<file path="src/rtl/e1_frame_sync.sv">
module e1_frame_sync #(
  parameter int FRAME_BITS = 256,
  parameter int SLOT_BITS  = 8,
  parameter int CAS_SLOT   = 16,
  parameter int LOSS_ERRS  = 3,
  parameter int CRC_WIN    = 64,
  parameter int MF_FRAMES  = 16,
  parameter logic [6:0] FAS_WORD  = 7'b0011011,
  parameter logic [5:0] MFAS_WORD = 6'b001011
) (
  input  logic       clk,
  input  logic       rst_n,
  input  logic       bit_en,
  input  logic       rx_bit,
  input  logic       crc4_en,
  output logic       frame_stb,
  output logic       crc_mf_stb,
  output logic       cas_mf_stb,
  output logic       fas_search,
  output logic       crc_search,
  output logic       cas_search,
  output logic       fas_lost,
  output logic       crc_timeout,
  output logic [5:0] crc_retry
);
  localparam int PW = $clog2(FRAME_BITS);
  localparam int EW = $clog2(LOSS_ERRS + 1);
  localparam int WW = $clog2(CRC_WIN);
  localparam int MW = $clog2(MF_FRAMES);
  localparam int TS0_END  = SLOT_BITS - 1;
  localparam int TS16_END = CAS_SLOT * SLOT_BITS + SLOT_BITS - 1;
  localparam int MF_LAST  = 11;

  typedef enum logic [1:0] {HUNT, CHK_N, CHK_F, LOCK} st_t;

  st_t           st;
  logic [6:0]    sr;
  logic [PW-1:0] pos;
  logic          expect_fas;
  logic [EW-1:0] errs;
  logic [5:0]    crc_sr;
  logic          crc_have, crc_lock;
  logic [MW-1:0] mf_pos, cas_pos;
  logic [WW-1:0] win;
  logic          cas_lock, prev_nz;

  wire [7:0] octet   = {sr, rx_bit};
  wire       fas_ok  = octet[6:0] == FAS_WORD;
  wire       mf_hit  = {crc_sr[4:0], octet[7]} == MFAS_WORD;
  wire       in_lock = st == LOCK;
  wire       ts0_end  = bit_en && pos == PW'(TS0_END);
  wire       ts16_end = bit_en && pos == PW'(TS16_END);
  wire       crc_hunt = in_lock && crc4_en && !crc_lock;
  wire       chk_fas  = in_lock && ts0_end && expect_fas;
  wire       nfas_t   = in_lock && ts0_end && !expect_fas;
  wire       fas_drop = chk_fas && !fas_ok && errs == EW'(LOSS_ERRS - 1);
  wire       crc_now  = crc_hunt && nfas_t && mf_hit && crc_have && mf_pos == MW'(MF_LAST);
  wire       win_out  = crc_hunt && ts0_end && win == WW'(CRC_WIN - 1) && !crc_now;

  assign fas_search = !in_lock;
  assign crc_search = crc_hunt;
  assign cas_search = in_lock && !cas_lock;

  always_ff @(posedge clk) begin
    if (!rst_n) begin
      st <= HUNT; sr <= '0; pos <= '0; expect_fas <= 1'b0; errs <= '0;
      crc_sr <= '0; crc_have <= 1'b0; crc_lock <= 1'b0; mf_pos <= '0; win <= '0;
      cas_lock <= 1'b0; prev_nz <= 1'b0; cas_pos <= '0; crc_retry <= '0;
      frame_stb <= 1'b0; crc_mf_stb <= 1'b0; cas_mf_stb <= 1'b0;
      fas_lost <= 1'b0; crc_timeout <= 1'b0;
    end else begin
      frame_stb   <= chk_fas;
      crc_mf_stb  <= in_lock && ts0_end && crc_lock && mf_pos == '0;
      cas_mf_stb  <= in_lock && ts16_end && cas_lock && cas_pos == '0;
      fas_lost    <= fas_drop;
      crc_timeout <= win_out;
      if (bit_en) begin
        sr  <= octet[6:0];
        pos <= (pos == PW'(FRAME_BITS - 1)) ? '0 : pos + 1'b1;
      end
      case (st)
        HUNT: if (bit_en && fas_ok) begin
          st <= CHK_N; pos <= PW'(TS0_END + 1); expect_fas <= 1'b0;
        end
        CHK_N: if (ts0_end) begin
          st <= octet[6] ? CHK_F : HUNT; expect_fas <= 1'b1;
        end
        CHK_F: if (ts0_end) begin
          st <= fas_ok ? LOCK : HUNT; expect_fas <= 1'b0; mf_pos <= '0;
        end
        default: begin
          if (ts0_end) expect_fas <= !expect_fas;
          if (chk_fas) errs <= fas_ok ? '0 : errs + 1'b1;
        end
      endcase
      if (in_lock) begin
        if (nfas_t) crc_sr <= {crc_sr[4:0], octet[7]};
        if (ts0_end) mf_pos <= mf_pos + 1'b1;
        if (crc_hunt && nfas_t && mf_hit && !crc_now) begin
          crc_have <= 1'b1; mf_pos <= MW'(MF_LAST + 1);
        end
        if (crc_now) begin crc_lock <= 1'b1; crc_retry <= '0; end
        if (crc_hunt && ts0_end) win <= win + 1'b1;
        if (win_out && crc_retry != 6'd63) crc_retry <= crc_retry + 1'b1;
        if (ts16_end) begin
          prev_nz <= |octet;
          if (cas_lock) cas_pos <= cas_pos + 1'b1;
          else if (octet[7:4] == 4'b0000 && prev_nz) begin
            cas_lock <= 1'b1; cas_pos <= MW'(1);
          end
        end
      end else begin
        errs <= '0; crc_sr <= '0; crc_have <= 1'b0; crc_lock <= 1'b0; win <= '0;
        cas_lock <= 1'b0; prev_nz <= 1'b0;
      end
      if (fas_drop || win_out) st <= HUNT;
    end
  end


  lost_hunts_chk: assert property (@(posedge clk) disable iff (!rst_n)
    fas_lost |-> fas_search);

  timeout_hunts_chk: assert property (@(posedge clk) disable iff (!rst_n)
    crc_timeout |-> fas_search);

  frame_pulse_chk: assert property (@(posedge clk) disable iff (!rst_n)
    frame_stb |=> !frame_stb);

  retry_clear_chk: assert property (@(posedge clk) disable iff (!rst_n)
    ($fell(crc_search) && !fas_search && crc4_en) |-> crc_retry == 6'd0);

  crc_stb_locked_chk: assert property (@(posedge clk) disable iff (!rst_n)
    crc_mf_stb |-> !crc_search);

  cas_stb_locked_chk: assert property (@(posedge clk) disable iff (!rst_n)
    cas_mf_stb |-> !cas_search && !fas_search);
endmodule

</file>
<file path="config.mk">
export PLATFORM = sky130hd
export DESIGN_NAME = e1_frame_sync
export DESIGN_NICKNAME = d
export VERILOG_FILES = /design/src/rtl/e1_frame_sync.sv
export SDC_FILE = /design/constraint.sdc
export NUM_CORES = 1
export LEC_CHECK = 0
export BUFFER_PORTS_ARGS = -buffer_cell sky130_fd_sc_hd__buf_2
export CELL_PAD_IN_SITES_DETAIL_PLACEMENT = 0
export CELL_PAD_IN_SITES_GLOBAL_PLACEMENT = 1
export CORE_ASPECT_RATIO = 1.5
export CORE_UTILIZATION = 25
export DETAILED_ROUTE_END_ITERATION = 16
export GPL_TIMING_DRIVEN = 0
export PLACE_DENSITY = 0.58
export SETUP_SLACK_MARGIN = 0.02
export SLEW_MARGIN = 10
export SYNTH_ARGS = -nofsm -noshare
export SYNTH_HDL_FRONTEND = slang
export SYNTH_SLANG_ARGS = --single-unit
</file>
<file path="constraint.sdc">
create_clock -name clk -period 2.67 [get_ports clk]
set_clock_uncertainty 0.2 [all_clocks]
set_input_delay 0.534 -clock clk [delete_from_list [all_inputs] [get_ports clk]]
set_output_delay 0.534 -clock clk [all_outputs]
set_load 0.03 [all_outputs]
</file>
Word level (Yosys, flattened, before mapping)
Cells that the tools add are included.
- register bits after elaboration: 54
- bits of input ports: 5
- output and inout bits: 14
- word-level logic and storage cells: 119
- add/sub/neg operators: 6
- eq/ne operators: 15
- multiplexer cells: 27
- bitwise logic cells: 2
- reduce and logical (&&, ||, !) cells: 50
- operator list (cell ; count):
    2-to-1 mux 8 bit ; 4
    2-to-1 mux 4 bit ; 7
    logical AND 1 bit ; 26
    equality test 8 bit (second input constant) ; 2
    adder 6 x 1 -> 6 bit (second input constant) ; 2
    logical NOT 4 bit ; 3
    2-to-1 mux 2 bit ; 6
    2-to-1 mux 6 bit ; 2
    adder 4 x 1 -> 4 bit (second input constant) ; 2
    adder 8 x 1 -> 8 bit (second input constant) ; 1
    equality test 8 x 3 -> 1 bit (second input constant) ; 1
    AND reduction 4 bit ; 2
    OR reduction 8 bit ; 1
    equality test 7 x 5 -> 1 bit (second input constant) ; 1
    equality test 2 bit (second input constant) ; 3
    equality test 6 x 4 -> 1 bit (second input constant) ; 1
    equality test 6 bit (second input constant) ; 1
    logical NOT 1 bit ; 6
    2-to-1 mux 1 bit ; 6
    != test 2 bit (second input constant) ; 3
    != test 6 bit (second input constant) ; 1
    one-hot mux 2 bit (3 select lines) ; 1
    AND reduction 2 bit ; 3
    nonzero test 2 bit ; 3
    11 further kinds ; 12

Depth between registers and ports, before layout
Gate-level depths: netlist (run 1).
- depth after elaboration: 13
- depth in mapped cells: 7
- gate-level depth less buffers: 6

Least setup slack after synthesis (run 1)
Ideal clock, no wire load.
- path type: register to output
- start point: register st[0]
- end point: output cas_search
- arrival time: 1.642 ns
- required time: 1.936 ns
- setup slack: 0.294 ns
- cell stages (with the launch flop): 5
- buffers on the path: 1
- cell sequence: dfxtp_1 ha_1 clkbuf_1 clkinv_1 nor2_1
- longest elaborated chain between the ends: 2
- RTL lines (element ; line ; text):
    from (decl) ; 36 ; st_t st;
    from (signal assigned) ; 66 ; st <= HUNT; sr <= '0; pos <= '0; expect_fas <= 1'b0; errs <= '0;
    from (signal assigned) ; 83 ; st <= CHK_N; pos <= PW'(TS0_END + 1); expect_fas <= 1'b0;
    from (signal assigned) ; 86 ; st <= octet[6] ? CHK_F : HUNT; expect_fas <= 1'b1;
    equality test 2 bit ; 50 ; wire in_lock = st == LOCK;
    logical AND 1 bit ; 62 ; assign cas_search = in_lock && !cas_lock;
    to (decl) ; 21 ; output logic cas_search,
No other way between the ends.

Final worst setup path (run 1)
Same ends and word-level chain as after synthesis.

==> flow_summary.toml, run 1 <==
[clocking]
htree_num_levels = 2
clk_latency_ns = 0.29
cts_buffers = 5
cts.clk_slew.worst_paths_ns = 0.07
clockRootBuffer = "clkbuf_16"
clock_path_buffers = 2
cts.sinks = 54
cts_tree = "built"

[logic_synthesis]
syn_area_um2 = 2710
yosys_most_used_dff = "dfxtp_1"
yosys_warnings = 0
yosysUniqueCellTypes = 48
synthCells = 320
ys_ff_latch = 54
ys_seq_area_frac = 0.398
synth_edf_count = 0
syn_avg_cell_area_um2 = 8.48
synthesis.nets = 338
synthArstFlopShare = 0

[layout]
final_cells = 490
fin_util = 0.300
finalInstanceArea_um2 = 3180
layout-drive-gt1-share = 0.124
nets = 363
syn_to_final_growth_pct = 17.0
antenna_cells = 0

[detailed_routing]
topRoutingLayerUsed = "met4"
wl_met3_um = 132
wl_met1_mm = 3.20
viasPerCell = 4.91
via_count = 2406
drc = 0
antenna_left = 0
wl_mm = 7.26
met2_length_mm = 3.79
drt_iter0_drc = 101
drtPass1Iterations = 4
wl_per_cell_um = 14.8

[floorplanning]
fp.dieH_um = 130
fp.dieW_um = 87.1
dieArea_um2 = 11300
num_rows = 46
initial_core_util = 0.256
pin_count = 19
design.core.area_um2 = 10600

[setup_path]
criticalPathCategory = "flip-flop to output pin"
crit_start = "st[0]$_SDFFE_PP0P_"
crit_path_end_kind = "output pin"
r2r_cells = 6
worstPathRequired_ns = 1.94
endpoint = "cas_search"
regToRegEndpoint = "st[0]$_SDFFE_PP0P_"
cp-start-kind = "flip-flop"
worstPathMaxFanout = 8
critical_path_arrival_ns = 1.72
reg2reg_from = "pos[0]$_SDFF_PN0_"
rrSetupSlack_ns = 0.23

[grt]
track_usage = 0.135
grt_overflow = 0
antenna_found_initial = 0
grt_pass1_wl_mm = 11.7
grt_pass1_vias = 2308
grt_max_degree = 17

[flow_run]
max_cap_viol_count = 0

[hold_path]
min_path_type = "flip-flop to flip-flop"

[power]
cellPowerDensity_nw_per_um2 = 481
power_leakage_nw = 1.13
peakVddDrop_uv = 232

[place]
gp_congestion = 0.773
io_buffers = 17
post-dp-hpwl_mm = 5.34
place_area_um2 = 2980
place_inst = 481

[sta]
slew_violations = 0
slew-limit-headroom = 0.560
worst_slew_pin_slew_ns = 0.654
hold_violations = 0
period_needed_ns = 2.45
fmax_mhz = 408
fin_crit_sh = 0.918
setup_viol = 0
rsz0062_at_grt = "false"

[outcome]
status = "complete, no violations"
routing by layer:
metal  GRT usage  vias up
met1       0.154     1155
met5           0        -
li1            -     1219
met4      0.0490        0
met2       0.249       24
met3      0.0242        8
how the worst min path moves through the flow:
| stage | from | to | cells after the start |
|---|---|---|---|
| after global routing | crc_sr[1]$_SDFFE_PN0N_ | crc_sr[2]$_SDFFE_PN0N_ | 2 |
| after detailed placement | errs[1]$_SDFFE_PN0P_ | errs[1]$_SDFFE_PN0P_ | 2 |
| after global placement | crc_sr[4]$_SDFFE_PN0N_ | crc_sr[4]$_SDFFE_PN0N_ | 2 |
| final | errs[1]$_SDFFE_PN0P_ | errs[1]$_SDFFE_PN0P_ | 2 |
| after CTS | errs[1]$_SDFFE_PN0P_ | errs[1]$_SDFFE_PN0P_ | 2 |
| after floorplan | crc_sr[4]$_SDFFE_PN0N_ | crc_sr[4]$_SDFFE_PN0N_ | 2 |
registers in the layout (all words and copies together) (netlist names), 2 cells and up:
signal,cells
crc_retry,6
sr,7
pos,8
st,2
mf_pos,4
win,6
cas_pos,4
crc_sr,5
errs,2
synthesized netlist by cell type (4+ instances only):
| cell type | instances | area [um2] |
|---|---|---|
| dfxtp_1 | 54 | 1080 |
| nand4b_1 | 4 | 35.0 |
| nand4_1 | 10 | 62.6 |
| or3_1 | 7 | 43.8 |
| nand3_1 | 15 | 75.1 |
| nor4_1 | 6 | 37.5 |
| ha_1 | 13 | 163 |
| a21oi_1 | 24 | 120 |
| xnor2_1 | 4 | 35.0 |
| nor3_1 | 10 | 50.1 |
| mux2i_1 | 8 | 80.1 |
| xor2_1 | 5 | 43.8 |
| a31o_2 | 4 | 35.0 |
| and2_1 | 4 | 25.0 |
| o21ai_0 | 11 | 55.1 |
| nor2_1 | 25 | 93.8 |
| clkbuf_1 | 14 | 52.6 |
| nand2_1 | 30 | 113 |
| and3_1 | 10 | 62.6 |
| inv_1 | 14 | 52.6 |
critical path, cell delays in order (launching register included):
cell and delay (ns):
dfxtp_1 0.42, ha_1 0.37, clkinv_2 0.26, nor2_1 0.16
buf_2 0.21
placed cells by master (no fill, tap or decap), drive strengths merged, types with 11 or more instances in the layout:
cell type / n
nand3: 15
nor2: 25
a21oi: 24
dfxtp: 54
nand2: 30
buf: 20
o21ai: 11
inv: 14
ha: 13
clkbuf: 19
through the flow:
| step | hold slack [ns] | power [W] | TNS (ns) | setup slack (ns) |
|---|---|---|---|---|
| floorplan | 0.232 | 0.000856 | 0 | 0.294 |
| global placement | 0.240 | 0.000870 | -2.18 | -0.322 |
| detailed placement | 0.254 | 0.000870 | -2.48 | -0.293 |
| CTS | 0.264 | 0.00155 | 0 | 0.0374 |
| global route | 0.298 | 0.00158 | 0 | 0.0592 |
| finish | 0.260 | 0.00153 | 0 | 0.218 |
power by group:
group          internal [W]  total [W]  leakage [nW]  switching [W]
registers          0.000809   0.000812         0.435     0.00000367
logic             0.0000133  0.0000376         0.620      0.0000243
clock network      0.000372   0.000677        0.0729       0.000304
what timing repair did:
item,in CTS,in global routing
pin swaps,1,0
setup buffers,2,0
hold buffers,0,0
gates resized for setup,4,5
endpoints found under the setup margin,21,17
cells by family after synthesis:
logic type | Yosys count | synth area share
buffers and inverters | 30 | 0.0420
and+or+nand+nor | 142 | 0.285
adders and majority gates | 13 | 0.0599
xor gates and xnor gates | 9 | 0.0290
DFF | 54 | 0.398
muxes | 8 | 0.0295
AOI/OAI and AO/OA | 64 | 0.156
layout make-up:
cell class | count | area (um2)
buffer | 14 | 56.3
clock buffer | 6 | 139
clock inverter | 2 | 12.5
fill | 1176 | 7410
inverter | 15 | 57.6
multi-input combinational | 236 | 1550
sequential | 54 | 1080
tap | 144 | 180
timing repair buffer | 19 | 100
No activity file was read; power rests on OpenSTA's default activity.
==> inputs of run 2 (changes only) <==
RECOVER_POWER = 50   (was default)
==> flow_summary.toml, run 2 (same netlist as run 1, synthesis figures left out) <==
[layout]
top_register = "pos"
fill_cells = 1178
fin_util = 0.298
final_cells = 490
antenna_cells = 0
layout-drive-gt1-share = 0.0896
seqCellArea_um2 = 1080
nets = 363
multi_input_area_um2 = 1550
reg_top3 = "pos (8), sr (7)"
layout.cells.most_common_list = "dfxtp_1 (54), nand2_1 (30), nor2_1 (25), a21oi_1 (24), clkbuf_1 (23)"
syn_to_final_growth_pct = 16.5
largest_reg_flops = 8
layout_commonest_cell = "dfxtp_1"

[floorplanning]
dieArea_um2 = 11300
fp.dieH_um = 130
fp.dieW_um = 87.1
initial_core_util = 0.256
num_rows = 46
pin_count = 19
design.core.area_um2 = 10600

[setup_path]
cpMaxStageDelayCell = "dfxtp_1"
criticalPathCategory = "flip-flop to output pin"
crit_family = "buffers and inverters"
crit_path_end_kind = "output pin"
critPathBufInv = 2
critPathMaxStageDelay_ns = 0.42
critical_path_arrival_ns = 1.71
worstPathMaxFanout = 8
crit_chain = "ha_1 -> clkinv_2 -> nor2_1 -> buf_2"
cp-start-kind = "flip-flop"
worstPathRequired_ns = 1.94

[place]
gp_congestion = 0.773
place_inst = 481
post-dp-hpwl_mm = 5.34
io_buffers = 17

[outcome]
status = "complete, no violations"

[power]
peakVddDrop_uv = 231
power_leakage_nw = 1.08
power_w = 0.00153
cellPowerDensity_nw_per_um2 = 483

[sta]
fin_crit_sh = 0.916
fmax_mhz = 409
rsz0062_at_grt = "false"
worst_slew_pin_slew_ns = 0.668
period_needed_ns = 2.45
slew_violations = 0
whs_ns = 0.260
hold_violations = 0
tns_ns = 0
slew-limit-headroom = 0.551
setup_viol = 0

[clocking]
cts_buffers = 5
cts_tree = "built"
clk_latency_ns = 0.29
cts.sinks = 54
cts.clk_slew.worst_paths_ns = 0.07
htree_num_levels = 2
clockRootBuffer = "clkbuf_16"
clock_path_buffers = 2

[grt]
antenna_found_initial = 0
grt_pass1_vias = 2308
grt_max_degree = 17
track_usage = 0.135
grt_overflow = 0
grt_pass1_wl_mm = 11.7

[flow_run]
max_cap_viol_count = 0

[detailed_routing]
drt_iter0_drc = 100
drtPass1Iterations = 4
viasPerCell = 4.90
wl_mm = 7.26
antenna_left = 0
wl_per_cell_um = 14.8
drc = 0
via_count = 2401

[hold_path]
min_path_type = "flip-flop to flip-flop"
## run 2: cell types whose count changed in the layout (fill, tap and decap cells not counted), sizes merged
cell and delta:
buf -12, clkbuf +12
## run 2: timing repair
action	CTS	global route
pin swaps	1	0
endpoints found under the setup margin	21	17
setup buffers	2	0
hold buffers	0	0
gates resized for setup	4	5
## run 2: metal layers
| metal | track usage | share of wire |
|---|---|---|
| met5 | 0 | 0 |
| met4 | 0.0490 | 0.018 |
| met2 | 0.249 | 0.52 |
| met1 | 0.154 | 0.44 |
| met3 | 0.0242 | 0.019 |
## run 2: worst min-delay path, delay by kind of cell, from the launching register on
| kind | cells | cell delay, ns |
|---|---|---|
| flops | 1 | 0.32 |
| simple gates | 1 | 0.05 |
| compound gates | 1 | 0.05 |
## run 2: path summary, 6_finish.rpt
path                                           start                    to  slack (ns)  depth (start not counted)
worst min-delay path            errs[1]$_SDFFE_PN0P_  errs[1]$_SDFFE_PN0P_        0.26                          2
worst min register to register  errs[1]$_SDFFE_PN0P_  errs[1]$_SDFFE_PN0P_        0.26                          2
worst max register to register     pos[0]$_SDFF_PN0_    st[0]$_SDFFE_PP0P_        0.24                          6
worst max-delay path              st[0]$_SDFFE_PP0P_            cas_search        0.22                          4
## run 2: per-stage QoR
step / setup WS (ns) / cell area, um2
after floorplan: 0.294 / 2710
after global placement: -0.322 / 2980
after detailed placement: -0.293 / 2980
after CTS: 0.0374 / 3170
after global routing: 0.0577 / 3160
final: 0.223 / 3160
## run 2: final cells by class
type                            count  area share
Timing Repair Buffer               19      0.0269
Inverter                           15      0.0182
Buffer                             14      0.0178
Clock buffer                        6      0.0439
Tap cell                          144      0.0570
Multi-Input combinational cell    236       0.490
Clock inverter                      2     0.00396
Sequential cell                    54       0.342
## run 2: report_power, final
group / internal [W] / leakage, nW / switching (W)
clock: 0.000372 / 0.0729 / 0.000303
combinational: 0.0000131 / 0.568 / 0.0000242
sequential: 0.000809 / 0.435 / 0.00000367
total: 0.00119 / 1.08 / 0.000331
